==> src/rtl/hdpm_pkg.sv <==
package hdpm_pkg;
   // parity of the register taps selected by a generator
   // w bit 0 = newest input, bit k-1 = oldest; g MSB taps the newest input
   function automatic int tap_parity(int w, int g, int k);
      int acc;
      acc = 0;
      for (int i = 0; i < k; i++) begin
         if ((((w >> i) & 1) == 1) && (((g >> (k - 1 - i)) & 1) == 1)) acc = acc ^ 1;
      end
      return acc;
   endfunction
endpackage

==> src/rtl/hdpm_branch.sv <==
module hdpm_branch #(
   parameter int K  = 3,
   parameter int G0 = 7,
   parameter int G1 = 5
) (
   input  logic [1:0]                   sym,
   output logic [2*(1<<(K-1))*2-1:0]    bm_flat
);
   localparam int NS = 1 << (K - 1);

   // metric for (next state ns, predecessor MSB x) at bits ((ns*2+x)*2)+:2
   for (genvar ns = 0; ns < NS; ns++) begin : g_state
      for (genvar x = 0; x < 2; x++) begin : g_pred
         localparam int P  = (x << (K - 2)) | (ns >> 1);
         localparam int W  = (P << 1) | (ns & 1);
         localparam int E1 = hdpm_pkg::tap_parity(W, G0, K);
         localparam int E0 = hdpm_pkg::tap_parity(W, G1, K);
         localparam logic E1B = E1[0];
         localparam logic E0B = E0[0];
         assign bm_flat[(ns*2+x)*2 +: 2] = {1'b0, sym[1] ^ E1B} + {1'b0, sym[0] ^ E0B};
      end
   end
endmodule

==> src/rtl/hdpm_acs.sv <==
module hdpm_acs #(
   parameter int MW = 6
) (
   input  logic          clk,
   input  logic          rst_n,
   input  logic [MW-1:0] pm_up,
   input  logic [MW-1:0] pm_lo,
   input  logic [1:0]    bm_up,
   input  logic [1:0]    bm_lo,
   output logic [MW-1:0] pm_new,
   output logic          dec
);
   logic [MW:0] sum_up, sum_lo;

   assign sum_up = {1'b0, pm_up} + (MW+1)'(bm_up);
   assign sum_lo = {1'b0, pm_lo} + (MW+1)'(bm_lo);
   assign dec    = (sum_lo < sum_up);
   assign pm_new = dec ? sum_lo[MW-1:0] : sum_up[MW-1:0];

   // the wide sums must never reach the extra bit
   assert_no_overflow_R8: assert property (@(posedge clk) disable iff (!rst_n)
      !sum_up[MW] && !sum_lo[MW]);
endmodule

==> src/rtl/hdpm_winner.sv <==
module hdpm_winner #(
   parameter int NS = 4,
   parameter int MW = 6,
   parameter int SW = 2
) (
   input  logic [NS*MW-1:0] m_flat,
   output logic [SW-1:0]    idx,
   output logic [MW-1:0]    minv
);
   always_comb begin
      idx  = '0;
      minv = m_flat[MW-1:0];
      for (int i = 1; i < NS; i++) begin
         if (m_flat[i*MW +: MW] < minv) begin
            minv = m_flat[i*MW +: MW];
            idx  = SW'(i);
         end
      end
   end
endmodule

==> src/rtl/hdpm_top.sv <==
module hdpm_top #(
   parameter int K         = 3,
   parameter int G0        = 7,
   parameter int G1        = 5,
   parameter int MW        = 6,
   parameter int INIT_BIG  = 16,
   parameter int NORM_MODE = 0
) (
   input  logic                          clk,
   input  logic                          rst_n,
   input  logic                          sym_valid,
   input  logic                          frame_start,
   input  logic [1:0]                    sym_bits,
   output logic                          dec_valid,
   output logic [(1<<(K-1))-1:0]         dec_bits,
   output logic [K-2:0]                  best_state,
   output logic [(1<<(K-1))*MW-1:0]      path_metrics
);
   localparam int NS = 1 << (K - 1);
   localparam int SW = K - 1;
   localparam logic [MW-1:0] HALF_V = MW'(1 << (MW - 1));
   localparam logic [MW-1:0] INIT_V = MW'(INIT_BIG);

   if (K < 3 || K > 8) begin : g_bad_k
      $error("hdpm_top: K out of range");
   end
   if (MW < 4 || INIT_BIG < 1 || INIT_BIG >= (1 << (MW - 1))) begin : g_bad_mw
      $error("hdpm_top: metric width or initial value unusable");
   end
   if (NORM_MODE < 0 || NORM_MODE > 1) begin : g_bad_norm
      $error("hdpm_top: NORM_MODE must be 0 or 1");
   end

   logic [MW-1:0]       pm_q  [NS];
   logic [MW-1:0]       base  [NS];
   logic [MW-1:0]       raw   [NS];
   logic [NS*MW-1:0]    raw_flat;
   logic [NS-1:0]       dec_c;
   logic [NS-1:0]       dec_q;
   logic [SW-1:0]       best_c, best_q;
   logic [MW-1:0]       min_raw, sub;
   logic                dv_q;
   logic [2*NS*2-1:0]   bm_flat;

   always_comb begin
      for (int i = 0; i < NS; i++) begin
         if (frame_start) base[i] = (i == 0) ? '0 : INIT_V;
         else             base[i] = pm_q[i];
      end
   end

   hdpm_branch #(.K(K), .G0(G0), .G1(G1)) u_bm (
      .sym     (sym_bits),
      .bm_flat (bm_flat)
   );

   for (genvar s = 0; s < NS; s++) begin : g_acs
      localparam int PU = s >> 1;
      localparam int PL = PU + NS / 2;
      hdpm_acs #(.MW(MW)) u_acs (
         .clk    (clk),
         .rst_n  (rst_n),
         .pm_up  (base[PU]),
         .pm_lo  (base[PL]),
         .bm_up  (bm_flat[(s*2+0)*2 +: 2]),
         .bm_lo  (bm_flat[(s*2+1)*2 +: 2]),
         .pm_new (raw[s]),
         .dec    (dec_c[s])
      );
      assign raw_flat[s*MW +: MW]     = raw[s];
      assign path_metrics[s*MW +: MW] = pm_q[s];
   end

   hdpm_winner #(.NS(NS), .MW(MW), .SW(SW)) u_win (
      .m_flat (raw_flat),
      .idx    (best_c),
      .minv   (min_raw)
   );

   if (NORM_MODE == 0) begin : g_norm_fixed
      assign sub = (min_raw >= HALF_V) ? HALF_V : '0;
   end else begin : g_norm_min
      assign sub = (min_raw >= HALF_V) ? min_raw : '0;
   end

   always_ff @(posedge clk or negedge rst_n) begin
      if (!rst_n) begin
         for (int i = 0; i < NS; i++) pm_q[i] <= (i == 0) ? '0 : INIT_V;
         dec_q  <= '0;
         best_q <= '0;
         dv_q   <= 1'b0;
      end else begin
         dv_q <= sym_valid;
         if (sym_valid) begin
            for (int i = 0; i < NS; i++) pm_q[i] <= raw[i] - sub;
            dec_q  <= dec_c;
            best_q <= best_c;
         end
      end
   end

   assign dec_valid  = dv_q;
   assign dec_bits   = dec_q;
   assign best_state = best_q;

   // idle cycles leave everything in place
   assert_idle_hold_R9: assert property (@(posedge clk) disable iff (!rst_n)
      !sym_valid |=> (!dec_valid && $stable(path_metrics) && $stable(dec_bits)));
   // a frame opener starts state 0 from zero, so it can only hold a branch metric
   assert_sof_origin_R5: assert property (@(posedge clk) disable iff (!rst_n)
      (sym_valid && frame_start) |=> (pm_q[0] <= MW'(2)));
   // after storing, the smallest metric is below half scale
   assert_norm_floor_R7: assert property (@(posedge clk) disable iff (!rst_n)
      dec_valid |-> (pm_q[best_q] < HALF_V));
   // the reported state is never beaten by another
   for (genvar s = 0; s < NS; s++) begin : g_best_chk
      assert_best_min_R4: assert property (@(posedge clk) disable iff (!rst_n)
         dec_valid |-> (pm_q[best_q] <= pm_q[s]));
   end
endmodule

==> config.mk <==
export PLATFORM = sky130hd
export DESIGN_NAME = hdpm_top
export DESIGN_NICKNAME = d
export VERILOG_FILES = /design/src/rtl/hdpm_pkg.sv /design/src/rtl/hdpm_branch.sv /design/src/rtl/hdpm_acs.sv /design/src/rtl/hdpm_winner.sv /design/src/rtl/hdpm_top.sv
export SDC_FILE = /design/constraint.sdc
export NUM_CORES = 1
export LEC_CHECK = 0
export ABC_AREA = 1
export BUFFER_PORTS_ARGS = -buffer_cell sky130_fd_sc_hd__buf_4
export CORE_UTILIZATION = 65
export DETAILED_ROUTE_END_ITERATION = 8
export PLACE_DENSITY_LB_ADDON = 0.1
export SYNTH_ARGS = -nofsm -noshare
export SYNTH_HDL_FRONTEND = slang
export SYNTH_SLANG_ARGS = --single-unit
==> constraint.sdc <==
create_clock -name clk -period 18.1 [get_ports clk]
set_input_delay 3.62 -clock clk [delete_from_list [all_inputs] [get_ports clk]]
set_output_delay 3.62 -clock clk [all_outputs]
set_load 0.05 [all_outputs]
Yosys cells after proc, flatten, opt, wreduce, memory -nomap -nowiden

Index checks and enable logic that the tools add are counted.

Register bits: 31
Bits in latches: 0
Memory bits (writable): 0
Bits in read-only memories: 0
Bits of input ports: 6
Output and inout bits: 31
Logic and storage cells: 48
Memories: 0

Add/subtract/negate cells: 16
Multiply operators: 0
Divide/modulo/power cells: 0
Order comparisons: 8
Eq/ne operators: 0
Shift operators: 0
Muxes and demuxes: 15
Bitwise logic cells: 2
Reductions and logical operators: 0

Operators by type and width:

| cell                 | count |
|---|---|
| $mux W6              | 12 |
| $add A6 B2 Y7        | 8 |
| $lt A7 B7 Y1         | 4 |
| $sub A6 B6 Y6        | 4 |
| $lt A6 B6 Y1         | 3 |
| $add A1 B1 Y2        | 4 |
| $ge A6 B6 Y1 const B | 1 |
| $mux W2              | 2 |
| $not A1 Y1           | 2 |
| $mux W1              | 1 |

Longest topological paths before layout

Depth in word-level cells: 14
Gate-level depth with buffers: 51
Gate-level depth less buffers: 49

Modules after synthesis

A second synthesis with hierarchy kept.

Cell total of the unflattened synthesis: 702
Area total of the unflattened synthesis: 4499.3 sq um

Modules (own cells, without submodules):

| module      | instances | cells an instance | area an instance (sq um) | sequential area each (sq um) |
|---|---|---|---|---|
| hdpm_acs    | 4         | 96                | 548.0                    | 0.0 |
| hdpm_top    | 1         | 172               | 1442.6                   | 779.5 |
| hdpm_winner | 1         | 129               | 728.2                    | 0.0 |
| hdpm_branch | 1         | 17                | 136.4                    | 0.0 |

Worst setup path after synthesis

No wires, ideal clock.

Path kind: in2reg
From: input port sym_bits[0]
To: register pm_q (netlist bit path_metrics[17])
Library setup time: 0.118 ns
Arrival: 9.329 ns
Data required time: 17.982 ns
Setup slack: 8.653 ns
Stages on the path: 45
Cell sequence: inv_1 ha_1 ha_1 ha_1 inv_1 nand2_1 xor2_1 inv_1 ha_1 a21oi_1 nand2_1 a21o_1 nor2_1 nand2_1 nand3_4 nand2_2 buf_6 o21ai_0 [9 not listed] nand2_1 inv_1 nand2_1 inv_1 a21oi_2 nand2_2 clkbuf_1 nand2_1 o21ai_0 ha_1 a21oi_1 nor2_1 a211oi_1 nand2_4 nand2_2 nand3_1 nand3_1 nand2_1

Cells in the longest elaborated chain, start to end: 14

RTL lines:

| item                             | line                           | RTL |
|---|---|---|
| start, declared                  | hdpm_top.sv:13                 | `input logic [1:0] sym_bits,` |
| $not A1 Y1 (no line)             | -                              |  |
| $add A1 B1 Y2                    | hdpm_branch.sv:20              | `assign bm_flat[(ns*2+x)*2 +: 2] = {1'b0, sym[1] ^ E1B} + {1'b0, sym[0] ^ E0B};` |
| $add A6 B2 Y7 (on tied branches) | hdpm_acs.sv:15, hdpm_acs.sv:16 |  |
| $lt A7 B7 Y1                     | hdpm_acs.sv:17                 | `assign dec = (sum_lo < sum_up);` |
| $mux W6                          | hdpm_acs.sv:18                 | `assign pm_new = dec ? sum_lo[MW-1:0] : sum_up[MW-1:0];` |
| $lt A6 B6 Y1                     | hdpm_winner.sv:14              | `if (m_flat[i*MW +: MW] < minv) begin` |
| $mux W6                          | hdpm_winner.sv:14              |  |
| $lt A6 B6 Y1                     | hdpm_winner.sv:14              |  |
| $mux W6                          | hdpm_winner.sv:14              |  |
| $lt A6 B6 Y1                     | hdpm_winner.sv:14              |  |
| $mux W6                          | hdpm_winner.sv:14              |  |
| $ge A6 B6 Y1                     | hdpm_top.sv:81                 | `assign sub = (min_raw >= HALF_V) ? HALF_V : '0;` |
| $mux W6                          | hdpm_top.sv:81                 |  |
| $sub A6 B6 Y6 *                  | hdpm_top.sv:95                 | `for (int i = 0; i < NS; i++) pm_q[i] <= raw[i] - sub;` |
| end, declared                    | hdpm_top.sv:34                 | `logic [MW-1:0] pm_q [NS];` |

Every way passes the cells marked *; elsewhere a longest branch is shown, timed or not.
A chain may end at the register's enable or synchronous reset.

Final worst setup path

Same ends and word-level chain as after synthesis.

==> summary by stage <==
Place
Including well taps, the total number of placed cells is about 690. The final HPWL from detailed placement is ~8600 um. At the end of routability-driven placement, the weighted congestion stood at about 1.0. The pre-CTS setup slack is 7695 ps. Buffers placed on the I/O ports in this run total 36.

Logic synthesis
Synthesis handed over a netlist of 588 instances. The count of flip-flops with a built-in enable after synthesis is 0. A synthesized cell averages between 6 and 7 sq um. The sequential-to-total area share from yosys stat is 19.84%. For this run, the leading register cell type out of synthesis is dfrtp_1. The share of flip-flops with an asynchronous set or reset is between 90% and 100%. The number of synthesized register bits is 31. During synthesis, Yosys emitted a total of 0 warnings. The number of distinct standard cells referenced by the synthesized netlist is 37. Counting every net in the synthesized netlist gives 647.

After synthesis the cells add up to 3929 sq um.

Worst setup path
The signal arrival time at the worst endpoint is 10360 ps. The type of origin of the critical path is a primary input. The largest single stage delay on the critical path is 550 ps. The launch instance of the worst register-to-register path is path_metrics[0]. The critical setup path kind is primary input to register. The number of cells on the worst reg-to-reg path is 41. On the critical path, the stage with the largest delay is an instance of o21ai_0. The required time at the endpoint of the critical path is 18280 ps.

Tracing the worst setup path back leads to its startpoint at sym_bits[0]. The largest fanout on the critical path is 13. The cell occurring most often along the worst timing path is nand2_1.

STA classifies the critical path endpoint as a register.

Global route
The wire length of the first global-routing pass is 17700 um. After global routing the overflow that remains totals 0. The initial antenna violation count came to 0. Entering global routing, the biggest net connects 44 pins. The global-route total usage across every layer is a little over a third. The number of global-route vias before repair came to approximately 3800.

Layout
The final-stage net count is approximately 680. The finished layout holds just under 700 standard cells, fillers aside. From synthesis to final layout, the design area changed by 9.745%. The repair_antennas step left the layout with diodes totalling 0. The post-route netlist has 15.62% of its cells at a drive strength greater than 1.

Floorplan
For this configuration, the core starts out at a cell density of 69.22%. The number of ports placed on the die boundary is 37. The die covers 6359 sq um. The die is 79.75 um wide.

In this run the vertical extent of the chip is 79.75 um. After floorplanning, the core was divided into 27 placement rows. The area of the core is 5675 sq um.

Clock tree
TritonCTS built the clock tree. The cell chosen for the clock root is clkbuf_8. Hold repair after CTS inserted 0 buffers.

The post-cts gate resize count is 0. The maximum buffer depth of the clock tree is 2. The number of post-CTS setup repair buffers is 0.

The insertion delay to the later sink of the worst-skew pair is 290 ps. The clock net sink count is 31. Buffers inserted during clock tree synthesis total 5. After clock tree synthesis, the clock-pin slew on the worst setup and hold paths is 80 ps.

The maximum level of the CTS H-tree is 2.

Route
The met2 routed wirelength is 4732 um. The detailed router put a total of 4646 um of wire on met1. The final route contains 3980 vias. The top layer reached by signal wires is met4.

The number of DRC markers after the initial detailed-route iteration is 327. The routed wire length per instance is about 15 um. The length of routed met3 wiring is 966 um. Using the TritonRoute via totals, the vias-per-cell ratio works out to between 5 and 6. The number of detailed-route iterations in the first pass is 5. In this run the remaining antenna-violating nets after routing total 0. The routed wire length is 10610 um. After detailed routing, the number of remaining DRC violations is 0.

Timing
After layout, the minimum clock period comes to 10180 ps. The count of final setup violators is 0. For the pin with the worst max-slew slack, the measured transition is between 600 and 700 ps. For the final database, setup skew stands at 6.236 ps. The final critical path takes up approximately 56% of the cycle. The maximum clock frequency is between 90 and 100 MHz. The max-slew violation total from the final report is 0. Setup repair after global routing left no endpoint under its margin. Across all setup checks in the final design, the least slack found is 7922 ps. The count of final hold-check violations is 0. The setup TNS is 0 ps. The worst max-slew margin expressed relative to the limit is 56.35%.

Flow run
Max-cap violations in this run came to 0.

Worst hold path
The worst hold path begins at dec_bits[0]. In this run the worst hold path is classified as register to register. The cell depth of the worst hold path is 2.

Status
The run finished with clean final reports.
-- cell type report --
| class | count | area (sq um) |
|---|---|---|
| Multi-Input combinational cell | 463 | 2761 |
| Fill cell | 469 | 1364 |
| Sequential cell | 31 | 779.5 |
| Inverter | 82 | 310.3 |
| Timing Repair Buffer | 37 | 277.8 |
| Tap cell | 72 | 90.09 |
| Clock buffer | 5 | 68.82 |
| Clock inverter | 3 | 23.77 |
-- metrics by stage --
step	hold slack, ps	area [sq um]	util (%)
after floorplan	596.8	3929	-
after global placement	472.7	4219	74.34
after detailed placement	481.0	4219	74.34
after CTS	502.8	4312	75.97
after global routing	523.9	4312	75.97
final	499.2	4312	75.97
-- cells in the mapped netlist (5+ instances only) --
master,n,area share (%)
dfrtp_1,28,18
a21oi_1,17,2.2
nand2_1,171,16
o21ai_0,48,6.1
clkbuf_1,6,0.57
nand3_1,50,6.4
xor2_1,20,4.5
ha_1,49,16
nor2_2,5,0.80
nand2_2,22,3.5
or2_2,6,0.96
nand4_1,8,1.3
nor2_1,28,2.7
xnor2_1,5,1.1
inv_1,78,7.5
-- cells by family after synthesis --
| family | synth area share, % |
|---|---|
| XOR/XNOR | 5.573 |
| AND/OR/NAND/NOR | 35.67 |
| flip-flops | 19.84 |
| adder cells (fa/ha/maj) | 17.64 |
| AO/OA/AOI/OAI | 11.40 |
| buffers and inverters | 9.873 |
-- sequential cells by signal (all words and copies together) (netlist names) --
| signal | cells |
|---|---|
| path_metrics | 24 |
| best_state | 2 |
| dec_valid | 1 |
| dec_bits | 4 |
-- per-layer routing --
metal,vias to the layer above,track usage (%)
met2,174,58.72
met3,31,6.400
li1,1952,-
met4,0,11.79
met5,-,0
met1,1823,48.00
-- placed cells by master (no fill, tap or decap), drive strengths merged, types with 5 or more instances in the layout --
cell / instances
clkbuf: 5
nand2: 197
xor2: 20
dfrtp: 28
or2: 6
a21oi: 21
ha: 49
nand3: 54
inv: 81
buf: 37
nor2: 35
xnor2: 5
nand4: 8
o21ai: 49
-- critical path: cells and delay by family --
family	cells	cell delay, ps
AOI/OAI and AO/OA	7	1900
xor gates and xnor gates	1	160
adders and majority gates	6	1710
buffers and inverters	8	580
and+or+nand+nor	23	2320
-- final timing paths --
kind | endpoint | slack [ps]
min | dec_bits[0] | 500
max | path_metrics[17] | 7920
max in group asynchronous | path_metrics[16] | 14520
min in group asynchronous | path_metrics[20] | 3240
min reg2reg | dec_bits[0] | 500
max reg2reg | path_metrics[17] | 11190
Power is left out: the tool's default activity adds up to more than one toggle a clock period on the data nets, which glitch-free logic cannot reach.
